### src/rtl/wdog_pkg.sv
package wdog_pkg;

    typedef enum logic [1:0] {
        ST_IDLE  = 2'd0,
        ST_COUNT = 2'd1,
        ST_IRQ   = 2'd2,
        ST_HOLD  = 2'd3
    } wdog_state_t;

    localparam logic [1:0] ADR_CTRL  = 2'd0;
    localparam logic [1:0] ADR_SVC   = 2'd1;
    localparam logic [1:0] ADR_STAT  = 2'd2;
    localparam logic [1:0] ADR_CAUSE = 2'd3;

    localparam logic [7:0] KEY_FIRST  = 8'h55;
    localparam logic [7:0] KEY_SECOND = 8'hAA;

endpackage

### src/rtl/wdog_key_seq.sv
module wdog_key_seq
    import wdog_pkg::*;
#(
    parameter int DATA_W = 8
) (
    input  logic              clk,
    input  logic              rst_n,
    input  logic              svc_wr,
    input  logic [DATA_W-1:0] svc_data,
    output logic              svc_ok
);

    logic armed;

    assign svc_ok = svc_wr && (svc_data == DATA_W'(KEY_SECOND)) && armed;

    always_ff @(posedge clk or negedge rst_n) begin
        if (!rst_n) begin
            armed <= 1'b0;
        end else if (svc_wr) begin
            armed <= (svc_data == DATA_W'(KEY_FIRST));
        end
    end

    // a completed pair consumes the arming
    a_r3_pair_disarms: assert property (@(posedge clk) disable iff (!rst_n)
        svc_ok |=> !armed);
    // any byte other than the first key leaves the tracker unarmed
    a_r3_stray_clears: assert property (@(posedge clk) disable iff (!rst_n)
        (svc_wr && svc_data != DATA_W'(KEY_FIRST)) |=> !armed);

endmodule

### src/rtl/wdog_timebase.sv
module wdog_timebase #(
    parameter int MIN_EXP = 10,
    parameter int MAX_SEL = 6,
    parameter int SEL_W   = 3,
    localparam int CNT_W  = MIN_EXP + MAX_SEL
) (
    input  logic             clk,
    input  logic             rst_n,
    input  logic             run,
    input  logic             restart,
    input  logic [SEL_W-1:0] sel,
    output logic             expire
);

    logic [CNT_W-1:0] cnt;
    logic [CNT_W-1:0] lim;
    logic [SEL_W-1:0] sel_eff;
    logic [SEL_W-1:0] shift;

    always_comb begin
        sel_eff = (sel > SEL_W'(MAX_SEL)) ? SEL_W'(MAX_SEL) : sel;
        shift   = SEL_W'(MAX_SEL) - sel_eff;
        lim     = {CNT_W{1'b1}} >> shift;
        expire  = run && !restart && (cnt == lim);
    end

    always_ff @(posedge clk or negedge rst_n) begin
        if (!rst_n) begin
            cnt <= '0;
        end else if (restart || !run || expire) begin
            cnt <= '0;
        end else begin
            cnt <= cnt + 1'b1;
        end
    end

    // the count never passes the selected limit
    a_r2_cnt_bound: assert property (@(posedge clk) disable iff (!rst_n)
        cnt <= lim);
    // an expiry always starts the next period from zero
    a_r2_wrap: assert property (@(posedge clk) disable iff (!rst_n)
        expire |=> (cnt == '0));

endmodule

### src/rtl/wdog_lockbreak.sv
module wdog_lockbreak
    import wdog_pkg::*;
#(
    parameter int DATA_W   = 8,
    parameter int MIN_EXP  = 10,
    parameter int MAX_SEL  = 6,
    parameter int SEL_W    = 3,
    parameter int HOLD_CYC = 16,
    localparam int HOLD_W  = $clog2(HOLD_CYC)
) (
    input  logic              clk,
    input  logic              ext_rst_n,
    input  logic              wr_en,
    input  logic [1:0]        addr,
    input  logic [DATA_W-1:0] wr_data,
    output logic [DATA_W-1:0] rd_data,
    input  logic              iack,
    output logic              irq,
    output logic              ta_pulse,
    output logic              sys_rst_n
);

    wdog_state_t state, nxt;

    logic             en_q, act_rst_q, esc_en_q;
    logic [SEL_W-1:0] sel_q;
    logic             esc_flag;
    logic             cause_ext, cause_wd;
    logic [HOLD_W-1:0] hold_cnt;
    logic             ta_q;

    logic ctrl_wr, svc_wr, stat_wr;
    logic svc_ok, iack_take, restart, run, expire, enter_hold, esc_fire;

    assign ctrl_wr    = wr_en && (addr == ADR_CTRL) && (state != ST_HOLD);
    assign svc_wr     = wr_en && (addr == ADR_SVC)  && (state != ST_HOLD);
    assign stat_wr    = wr_en && (addr == ADR_STAT);
    assign iack_take  = iack && (state == ST_IRQ);
    assign restart    = ctrl_wr || svc_ok || iack_take;
    assign run        = (state == ST_COUNT) || (state == ST_IRQ);
    assign enter_hold = (state == ST_COUNT) && expire && act_rst_q;
    assign esc_fire   = (state == ST_IRQ) && expire && esc_en_q;

    wdog_key_seq #(.DATA_W(DATA_W)) u_keys (
        .clk      (clk),
        .rst_n    (ext_rst_n),
        .svc_wr   (svc_wr),
        .svc_data (wr_data),
        .svc_ok   (svc_ok)
    );

    wdog_timebase #(.MIN_EXP(MIN_EXP), .MAX_SEL(MAX_SEL), .SEL_W(SEL_W)) u_tbase (
        .clk     (clk),
        .rst_n   (ext_rst_n),
        .run     (run),
        .restart (restart),
        .sel     (sel_q),
        .expire  (expire)
    );

    // State register
    always_ff @(posedge clk or negedge ext_rst_n) begin
        if (!ext_rst_n) begin
            state <= ST_IDLE;
        end else begin
            state <= nxt;
        end
    end

    // Next-state logic
    always_comb begin
        nxt = state;
        unique case (state)
            ST_IDLE: begin
                if (ctrl_wr && wr_data[0]) nxt = ST_COUNT;
            end
            ST_COUNT: begin
                if (ctrl_wr && !wr_data[0]) nxt = ST_IDLE;
                else if (expire)            nxt = act_rst_q ? ST_HOLD : ST_IRQ;
            end
            ST_IRQ: begin
                if (ctrl_wr && !wr_data[0]) nxt = ST_IDLE;
                else if (iack)              nxt = ST_COUNT;
            end
            ST_HOLD: begin
                if (hold_cnt == HOLD_W'(HOLD_CYC - 1)) nxt = ST_IDLE;
            end
        endcase
    end

    // Outputs
    always_comb begin
        irq       = (state == ST_IRQ);
        sys_rst_n = (state != ST_HOLD);
        ta_pulse  = ta_q;
        unique case (addr)
            ADR_CTRL:  rd_data = DATA_W'({1'b0, sel_q, 1'b0, esc_en_q, act_rst_q, en_q});
            ADR_SVC:   rd_data = '0;
            ADR_STAT:  rd_data = DATA_W'(esc_flag);
            ADR_CAUSE: rd_data = DATA_W'({cause_ext, 1'b0, cause_wd, 5'b0});
        endcase
    end

    // Control, status and cause registers
    always_ff @(posedge clk or negedge ext_rst_n) begin
        if (!ext_rst_n) begin
            en_q      <= 1'b0;
            act_rst_q <= 1'b0;
            esc_en_q  <= 1'b0;
            sel_q     <= '0;
            esc_flag  <= 1'b0;
            cause_ext <= 1'b1;
            cause_wd  <= 1'b0;
            hold_cnt  <= '0;
            ta_q      <= 1'b0;
        end else begin
            ta_q <= esc_fire;
            if (enter_hold) begin
                en_q      <= 1'b0;
                act_rst_q <= 1'b0;
                esc_en_q  <= 1'b0;
                sel_q     <= '0;
                cause_ext <= 1'b0;
                cause_wd  <= 1'b1;
            end else if (ctrl_wr) begin
                en_q      <= wr_data[0];
                act_rst_q <= wr_data[1];
                esc_en_q  <= wr_data[2];
                sel_q     <= wr_data[4 +: SEL_W];
            end
            if (esc_fire) begin
                esc_flag <= 1'b1;
            end else if (stat_wr && wr_data[0]) begin
                esc_flag <= 1'b0;
            end
            hold_cnt <= (state == ST_HOLD) ? hold_cnt + 1'b1 : '0;
        end
    end

    // the escape pulse lasts one cycle
    a_r7_ta_single: assert property (@(posedge clk) disable iff (!ext_rst_n)
        ta_pulse |=> !ta_pulse);
    // the escape pulse only appears with an interrupt still pending
    a_r7_ta_with_irq: assert property (@(posedge clk) disable iff (!ext_rst_n)
        ta_pulse |-> irq);
    // every escape pulse is recorded in the sticky flag
    a_r8_flag_tracks: assert property (@(posedge clk) disable iff (!ext_rst_n)
        ta_pulse |-> esc_flag);
    // while reset is driven, the cause register shows the watchdog
    a_r9_hold_cause: assert property (@(posedge clk) disable iff (!ext_rst_n)
        !sys_rst_n |-> (cause_wd && !cause_ext));
    // with the enable bit clear, no interrupt is raised
    a_r1_off_quiet: assert property (@(posedge clk) disable iff (!ext_rst_n)
        (!en_q && sys_rst_n) |-> !irq);
    // an acknowledge clears a pending interrupt
    a_r6_iack_drop: assert property (@(posedge clk) disable iff (!ext_rst_n)
        (irq && iack) |=> !irq);

endmodule

### config.mk
export PLATFORM = sky130hd
export DESIGN_NAME = wdog_lockbreak
export DESIGN_NICKNAME = d
export VERILOG_FILES = /design/src/rtl/wdog_pkg.sv /design/src/rtl/wdog_key_seq.sv /design/src/rtl/wdog_timebase.sv /design/src/rtl/wdog_lockbreak.sv
export SDC_FILE = /design/constraint.sdc
export NUM_CORES = 1
export LEC_CHECK = 0
export ABC_AREA = 1
export BUFFER_PORTS_ARGS = -buffer_cell sky130_fd_sc_hd__buf_2
export CAP_MARGIN = 20
export CELL_PAD_IN_SITES_DETAIL_PLACEMENT = 1
export CELL_PAD_IN_SITES_GLOBAL_PLACEMENT = 2
export CORE_ASPECT_RATIO = 0.7
export CORE_UTILIZATION = 25
export CTS_BUF_LIST = sky130_fd_sc_hd__clkbuf_16
export CTS_CLUSTER_DIAMETER = 30
export CTS_CLUSTER_SIZE = 12
export DETAILED_ROUTE_END_ITERATION = 12
export GPL_ROUTABILITY_DRIVEN = 1
export MAX_ROUTING_LAYER = met4
export PLACE_DENSITY_LB_ADDON = 0.1
export RECOVER_POWER = 50
export SETUP_SLACK_MARGIN = 0.3
export SYNTH_ARGS = -nofsm -noshare
export SYNTH_HDL_FRONTEND = slang
export SYNTH_SLANG_ARGS = --single-unit
### constraint.sdc
create_clock -name clk -period 2.9 [get_ports clk]
set_input_delay 0.58 -clock clk [delete_from_list [all_inputs] [get_ports clk]]
set_output_delay 0.58 -clock clk [all_outputs]
set_load 0.01 [all_outputs]
==> metrics.cfg, run 1 <==
[run_status]
status = finished, violations left
violations = max-capacitance violations, max-slew violations

[finish]
sequential_cell_area_um2 = 827
diodes = 0
nNetsFinal = 331
final_area_um2 = 2440
multi_input_area_um2 = 1040
mostFrequentLayoutCell = nand2_1
fillers = 1000
layout-drive-gt1-share_pct = 17.5
fin_util_pct = 30.5
final_cell_mix = 71 x nand2_1, 48 x inv_1, 33 x nor2_1, 32 x dfrtp_1, 21 x buf_2
area_delta_synth_final_pct = 16.4

[floorplanning]
ios = 25
die_area_um2 = 8750
die_h_um = 78.6
core_area_um2 = 8010
die_w_um = 111
fp-row-count = 27
initial_core_util_pct = 26.2

[synth]
synthAdderAreaFrac_pct = 5.97
synth_top_family_by_area = simple AND/OR/NAND/NOR gates
synth-seq-cells = 33
synth_flop_cell = dfrtp_1
synth.yosys.seq_area_share_pct = 39.5
yosys.area_share.simple_pct = 34.1
synth_warnings = 0
synth_edf_count = 0
yosysUniqueCellTypes = 30
avgSynthCellArea_um2 = 7.43
syn_inst = 282
synthMuxAreaShare_pct = 0
synth-compound-area-share_pct = 6.03
synth_xor_xnor_area_share_pct = 3.35
syn-num-nets = 306
async_flop_share_pct = 100
netlist_area_um2 = 2090

[clock_network]
cts_max_level = 2
cts_sinks = 33
cts_root_buffer = clkbuf_16
cts_inserted_buffers = 5
cts-resized-gates = 0
ctsHoldBuffers = 0
clk_latency_ns = 0.28
clockBufferDepth = 2
cts_setup_buffers = 0
cts_tree = built
clkTransAtPathRegs_ns = 0.06

[place]
dp_hpwl_mm = 4.28
dp_slack_ns = 0.552
place_area_um2 = 2300
place_congestion = 0.729
port_buffers = 23

[global_route]
overflow = 0
grt_pass1_wl_mm = 9.07
grt_pass1_vias = 1793
grt_use_total_pct = 13.9
grt_max_degree = 34
antenna_found_initial = 0

[run]
maxCapViolCount = 1

[drt]
via_per_inst = 4.33
ant_nets = 0
postRouteWirelength_mm = 5.38
num_vias = 1770
drc = 0
first_pass_iters = 4
wl_per_cell_um = 13.2
drtIter0Drc = 48

[critical_path]
arrival_ns = 2.49
critPathLaunchType = register
cp_max_fo = 16
crit_type = reg2reg
end_kind = register
crit_required_ns = 3.06

[timing]
fmax_mhz = 429
fin_tns_setup_ns = 0
period_needed_ns = 2.33
slew_violations = 34
setup_viol = 0
hold_violations = 0
fin_ws_ns = 0.571
tightest_slew_ns = 2.00
skew_ns = 0.00683
fin_crit_sh_pct = 80.3
timing.hold.ws_ns = 0.454
rsz0062_at_grt = no
slew_headroom_pct = -33.3

[power]
ir_worst_vdd_mv = 0.219
p_leak_nw = 1.24
power-per-cell-area_nw_per_um2 = 705

[min_path]
hp-class = reg2reg

## Yosys cell counts, types with 2 or more instances
master / n / area (µm²)
nor4_1: 3 / 18.8
dfrtp_1: 32 / 801
nand2_4: 2 / 22.5
buf_4: 2 / 15.0
a21oi_1: 6 / 30.0
nor2_1: 33 / 124
clkbuf_1: 2 / 7.51
xor2_1: 7 / 61.3
nor2_2: 13 / 81.3
ha_1: 10 / 125
nand2_1: 71 / 267
nand4_1: 2 / 12.5
nor3_1: 4 / 20.0
nand3_1: 16 / 80.1
o21ai_0: 12 / 60.1
nor2_4: 2 / 22.5
buf_6: 2 / 22.5
nor3b_1: 3 / 22.5
inv_1: 48 / 180
nand2_2: 2 / 12.5
## per-stage QoR
stage	power, W	instances
4_1_cts	0.00176	409
3_3_place_gp	0.00122	401
5_1_grt	0.00186	409
6_report	0.00172	409
2_1_floorplan	0.00105	282
3_5_place_dp	0.00121	401
## path summary, 6_finish.rpt
path,depth (start not counted),to,startpoint,slack [ns]
max,12,u_tbase.cnt[14],sel_q[1],0.57
min,2,cause_wd,cause_wd,0.45
max reg2reg,12,u_tbase.cnt[14],sel_q[1],0.57
min reg2reg,2,cause_wd,cause_wd,0.45
max in group asynchronous,1,u_tbase.cnt[9],ext_rst_n,0.89
min in group asynchronous,1,u_tbase.cnt[1],ext_rst_n,0.86
## cell families after synthesis
family | after synthesis
AOI/OAI and AO/OA | 22
xor gates and xnor gates | 8
adders and majority gates | 10
buffers and inverters | 55
DFF | 33
other | 1
and+or+nand+nor | 153
## registers in the layout (all words and copies together) (netlist names), 2 cells and up
register     flops
state            2
sel_q            3
u_tbase.cnt     16
hold_cnt         4
## layout make-up
cell class                 count  area share [%]
clock inverter                 3           0.718
clock buffer                   5            5.13
sequential                    33            33.9
multi-input combinational    194            42.6
inverter                      49            7.54
timing repair buffer          24            4.93
tap                          101            5.18
## where the power goes
| part | total, W | leakage (nW) | switching, W | internal [W] |
|---|---|---|---|---|
| Combinational | 0.000628 | 0.735 | 0.000421 | 0.000208 |
| Clock | 0.000530 | 0.0696 | 0.000215 | 0.000315 |
| Sequential | 0.000562 | 0.437 | 0.0000442 | 0.000517 |
## critical path: stages, from the launching register on
cell	delay, ns
dfrtp_1	0.41
a21oi_1	0.20
ha_1	0.17
inv_1	0.04
ha_1	0.41
inv_2	0.08
nand2_1	0.08
nand3_1	0.07
nor2_1	0.12
nand2_1	0.12
o21ai_4	0.13
buf_4	0.28
nor3_1	0.09
## routing by layer
layer	share of wire, %	GRT usage [%]	vias to the layer above
met3	3.2	3.24	5
met2	41	19.1	18
met1	55	19.8	837
li1	-	-	910
met4	1.0	4.46	0
met5	0	-	-
Note: power is estimated with default switching activity, not from simulation.
==> inputs of run 2 (changes only) <==
==> constraint.sdc (replaced) <==
create_clock -name clk -period 2 [get_ports clk]
set_input_delay 0.4 -clock clk [delete_from_list [all_inputs] [get_ports clk]]
set_output_delay 0.4 -clock clk [all_outputs]
set_load 0.01 [all_outputs]
==> run 2 against run 1 <==
The run ends with negative setup slack left. Clock skew is 0.0040 ns lower. Non-clock buffer count is 10 higher. Core utilization rose by 2.4 points. Largest power group unchanged. Setup slack worse by 0.64 ns. Count of clock-buffer cells in the layout is the same. Critical path type unchanged.
==> metrics.cfg, run 2 (synthesized netlist as in run 1, its figures left out) <==
[place]
place_congestion = 0.805
dp_hpwl_mm = 4.44
port_buffers = 23
dp_slack_ns = -0.221

[timing]
slew_violations = 0
rsz0062_at_grt = yes
setup_viol = 25
fin_crit_sh_pct = 104
fmax_mhz = 483
hold_violations = 0
period_needed_ns = 2.07
skew_ns = 0.00279
tightest_slew_ns = 0.913
fin_ws_ns = -0.0720
slew_headroom_pct = 39.1

[clock_network]
cts_sinks = 33
clockBufferDepth = 2
cts_tree = built
cts_max_level = 2
clkTransAtPathRegs_ns = 0.05
ctsHoldBuffers = 0
cts_root_buffer = clkbuf_16
clk_latency_ns = 0.28
cts_inserted_buffers = 5

[finish]
largest_reg_flops = 16
area_delta_synth_final_pct = 25.6
layout-drive-gt1-share_pct = 28.4
multi_input_area_um2 = 1140
sequential_cell_area_um2 = 827
diodes = 0
final_cell_mix = 61 x nand2_1, 47 x inv_1, 32 x dfrtp_1, 28 x nor2_1, 22 x buf_2
top_register = u_tbase.cnt
fillers = 997
mostFrequentLayoutCell = nand2_1
fin_util_pct = 32.8
nNetsFinal = 341
reg_top3 = u_tbase.cnt (16), hold_cnt (4), sel_q (3)

[critical_path]
critPathLaunchType = register
cp_max_fo = 8
ff2ff_setup_slack_ns = -0.07
end_kind = register
reg2reg_depth = 15
crit_required_ns = 2.17
crit_type = reg2reg
arrival_ns = 2.25

[power]
power-per-cell-area_nw_per_um2 = 1030
power_w = 0.00271
p_leak_nw = 1.31
ir_worst_vdd_mv = 0.407

[global_route]
antenna_found_initial = 0
grt_pass1_vias = 1921
grt_pass1_wl_mm = 9.89
overflow = 0
grt_max_degree = 34
grt_use_total_pct = 15.4

[floorplanning]
ios = 25
initial_core_util_pct = 26.2
die_h_um = 78.6
die_w_um = 111
fp-row-count = 27
core_area_um2 = 8010
die_area_um2 = 8750

[min_path]
hp-class = in2async

[drt]
ant_nets = 0
first_pass_iters = 4
drtIter0Drc = 45
drc = 0
postRouteWirelength_mm = 5.70
num_vias = 1797
wl_per_cell_um = 13.6
via_per_inst = 4.30

[run_status]
status = finished, violations left
violations = negative setup slack

[run]
maxCapViolCount = 0

-- run 2: layout make-up --
class,count,area share (%)
sequential,33,31.4
inverter,49,7.09
multi-input combinational,194,43.3
clock buffer,5,4.76
tap,101,4.80
timing repair buffer,34,8.28
clock inverter,2,0.285
-- run 2: worst max-delay path, cell delays in order (launching register included) --
cell	delay, ns
dfrtp_1	0.39
a21oi_2	0.16
ha_2	0.19
inv_2	0.04
ha_4	0.32
inv_4	0.06
nand2_4	0.06
nand3_2	0.08
nor2_2	0.14
nand2_1	0.07
nor2_1	0.11
nand2_1	0.08
nand2_2	0.10
nand2_2	0.06
nand2_2	0.07
nand2_1	0.04
-- run 2: per-stage QoR --
step	cells	setup TNS, ns	hold WS [ns]	area [µm²]
finish	418	-1.08	0.325	2630
global route	418	-4.51	0.408	2630
CTS	417	-0.479	0.0796	2600
detailed placement	409	-4.84	0.381	2390
global placement	409	-5.23	0.383	2390
floorplan	282	-0.361	0.104	2100
-- run 2: timing repair --
action,in CTS,in global routing
hold endpoints to repair,0,0
gates resized for setup,21,12
pin swaps,4,10
setup buffers,1,1
endpoints found under the setup margin,29,30
-- run 2: worst paths after layout --
path                                  end       from
max in group asynchronous            en_q  ext_rst_n
min reg2reg                     cause_ext  cause_ext
min in group clk                cause_ext  cause_ext
max reg2reg                      state[0]   sel_q[1]
min                        u_tbase.cnt[9]  ext_rst_n
max                              state[0]   sel_q[1]
-- run 2: report_power, final --
group | internal (W) | leakage, nW | switching (W)
Sequential | 0.000751 | 0.437 | 0.0000601
Combinational | 0.000468 | 0.803 | 0.000704
Clock | 0.000445 | 0.0685 | 0.000278
-- run 2: per-layer routing --
metal  global-route usage [%]  up-vias  share of wire (%)
met5                        -        -                  0
met4                     5.27        0                1.4
met3                     3.63        8                3.6
met2                     19.6       22                 36
met1                     23.0      832                 59
li1                         -      935                  -
==> inputs of run 3 (changes only) <==
--- a/config.mk
+++ b/config.mk
@@ -17,9 +17,10 @@
 export CTS_CLUSTER_SIZE = 12
 export DETAILED_ROUTE_END_ITERATION = 12
 export GPL_ROUTABILITY_DRIVEN = 1
+export GPL_TIMING_DRIVEN = 0
 export MAX_ROUTING_LAYER = met4
 export PLACE_DENSITY_LB_ADDON = 0.1
-export RECOVER_POWER = 50
+export RECOVER_POWER = 25
 export SETUP_SLACK_MARGIN = 0.3
 export SYNTH_ARGS = -nofsm -noshare
 export SYNTH_HDL_FRONTEND = slang
==> run 3 against run 2 <==
The run still ends with negative setup slack left. Wire length barely moved. Setup slack worse by 0.21 ns. Count of clock-buffer cells in the layout unchanged. Clock skew up 0.0017 ns. Final cell count increased by 1.2%. First-iteration DRC count down 18%. Via count grew 2.2%. Register-to-register slack got worse by 0.21 ns. Global-route usage rose by 0.087 points. Critical endpoint is now u_tbase.cnt[15]. Clock power is 38% higher.
==> metrics.cfg, run 3 (synthesized netlist as in run 1, its figures left out) <==
[run_status]
status = finished, violations left
violations = negative setup slack

[drt]
via_per_inst = 4.34
drc = 0
first_pass_iters = 4
num_vias = 1836
ant_nets = 0
postRouteWirelength_mm = 5.71
drtIter0Drc = 37
wl_per_cell_um = 13.5

[power]
p_leak_nw = 1.40
power_w = 0.00343
ir_worst_vdd_mv = 0.397
power-per-cell-area_nw_per_um2 = 1200

[floorplanning]
core_area_um2 = 8010
initial_core_util_pct = 26.2
ios = 25
die_area_um2 = 8750
fp-row-count = 27
die_w_um = 111
die_h_um = 78.6

[timing]
tightest_slew_ns = 0.888
setup_viol = 28
slew_headroom_pct = 40.8
skew_ns = 0.00454
slew_violations = 0
fin_ws_ns = -0.284
period_needed_ns = 2.28
rsz0062_at_grt = yes
fmax_mhz = 438
hold_violations = 0
fin_crit_sh_pct = 114

[finish]
fillers = 974
final_cell_mix = 55 x nand2_1, 47 x inv_1, 32 x dfrtp_1, 29 x nor2_1, 22 x buf_2
top_register = u_tbase.cnt
reg_top3 = u_tbase.cnt (16), hold_cnt (4), sel_q (3)
area_delta_synth_final_pct = 36.8
final_area_um2 = 2870
largest_reg_flops = 16
nNetsFinal = 345
diodes = 0
mostFrequentLayoutCell = nand2_1
layout-drive-gt1-share_pct = 33.5

[place]
dp_slack_ns = -0.380
dp_hpwl_mm = 4.37
place_area_um2 = 2340
port_buffers = 23
place_congestion = 0.732

[global_route]
grt_pass1_wl_mm = 9.98
grt_use_total_pct = 15.5
grt_max_degree = 34
grt_pass1_vias = 1965
overflow = 0
antenna_found_initial = 0

[critical_path]
critPathLaunchType = register
crit_type = reg2reg
end_kind = register
crit_required_ns = 2.17
arrival_ns = 2.45
cp_max_fo = 8

[clock_network]
clockBufferDepth = 2
cts_sinks = 33
clkTransAtPathRegs_ns = 0.06
cts_max_level = 2
clk_latency_ns = 0.28
cts_root_buffer = clkbuf_16
cts_inserted_buffers = 5
cts_tree = built

[min_path]
hp-class = in2async

[run]
maxCapViolCount = 0

## run 3: stage by stage
step                utilization, %  cells  hold WS (ns)  TNS, ns
finish                        35.8    423         0.235    -4.69
global route                  35.8    423         0.332    -8.20
CTS                           34.5    423         0.242    -4.61
detailed placement            29.2    406         0.442    -7.11
global placement              29.2    406         0.434    -7.47
floorplan                        -    282         0.104   -0.361
## run 3: metal layers
metal	global-route usage [%]	vias up	wire length [µm]
met5	-	-	0
met1	22.4	868	3300
met3	3.71	8	164
li1	-	942	-
met4	5.27	0	80
met2	20.6	18	2160
## run 3: layout make-up
cell class / count / area (µm²) / share of cell area (%)
multi-input combinational: 194 / 1230 / 43.1
sequential: 33 / 827 / 28.9
timing repair buffer: 32 / 238 / 8.30
inverter: 49 / 191 / 6.68
tap: 101 / 126 / 4.41
clock buffer: 5 / 125 / 4.37
clock inverter: 3 / 65.1 / 2.27
buffer: 6 / 57.6 / 2.01
## run 3: final timing paths
check / from / to / slack [ns] / depth (start not counted)
max: sel_q[2] / u_tbase.cnt[15] / -0.28 / 15
max in group asynchronous: ext_rst_n / esc_en_q / 1.21 / 1
min reg2reg: cause_wd / cause_wd / 0.46 / 2
min in group clk: wr_data[7] / u_keys.armed / 0.44 / 4
max reg2reg: sel_q[2] / u_tbase.cnt[15] / -0.28 / 15
min: ext_rst_n / u_tbase.cnt[8] / 0.23 / 1
## run 3: critical path: stages (launching register included)
cell and delay (ns):
dfrtp_1 0.41, a21oi_2 0.18, ha_2 0.19, inv_2 0.04, ha_4 0.26, buf_12 0.12, inv_8 0.04, nand2_4 0.05
nand3_2 0.10, nor2_4 0.14, nand2_4 0.07, o21ai_4 0.14, buf_12 0.15, buf_6 0.10, buf_8 0.12, nor2_4 0.04
## run 3: power breakdown
group | switching [W] | total (W) | internal [W] | leakage (nW)
sequential | 0.0000676 | 0.000818 | 0.000751 | 0.437
clock | 0.000291 | 0.00100 | 0.000711 | 0.0938
combinational | 0.000858 | 0.00161 | 0.000751 | 0.865
## run 3: repair_timing
action	CTS	global route
hold buffers	0	0
pin swaps	13	11
buffers inserted	8	0
setup endpoints to repair	29	31
resized for setup	34	29
cloned	1	0
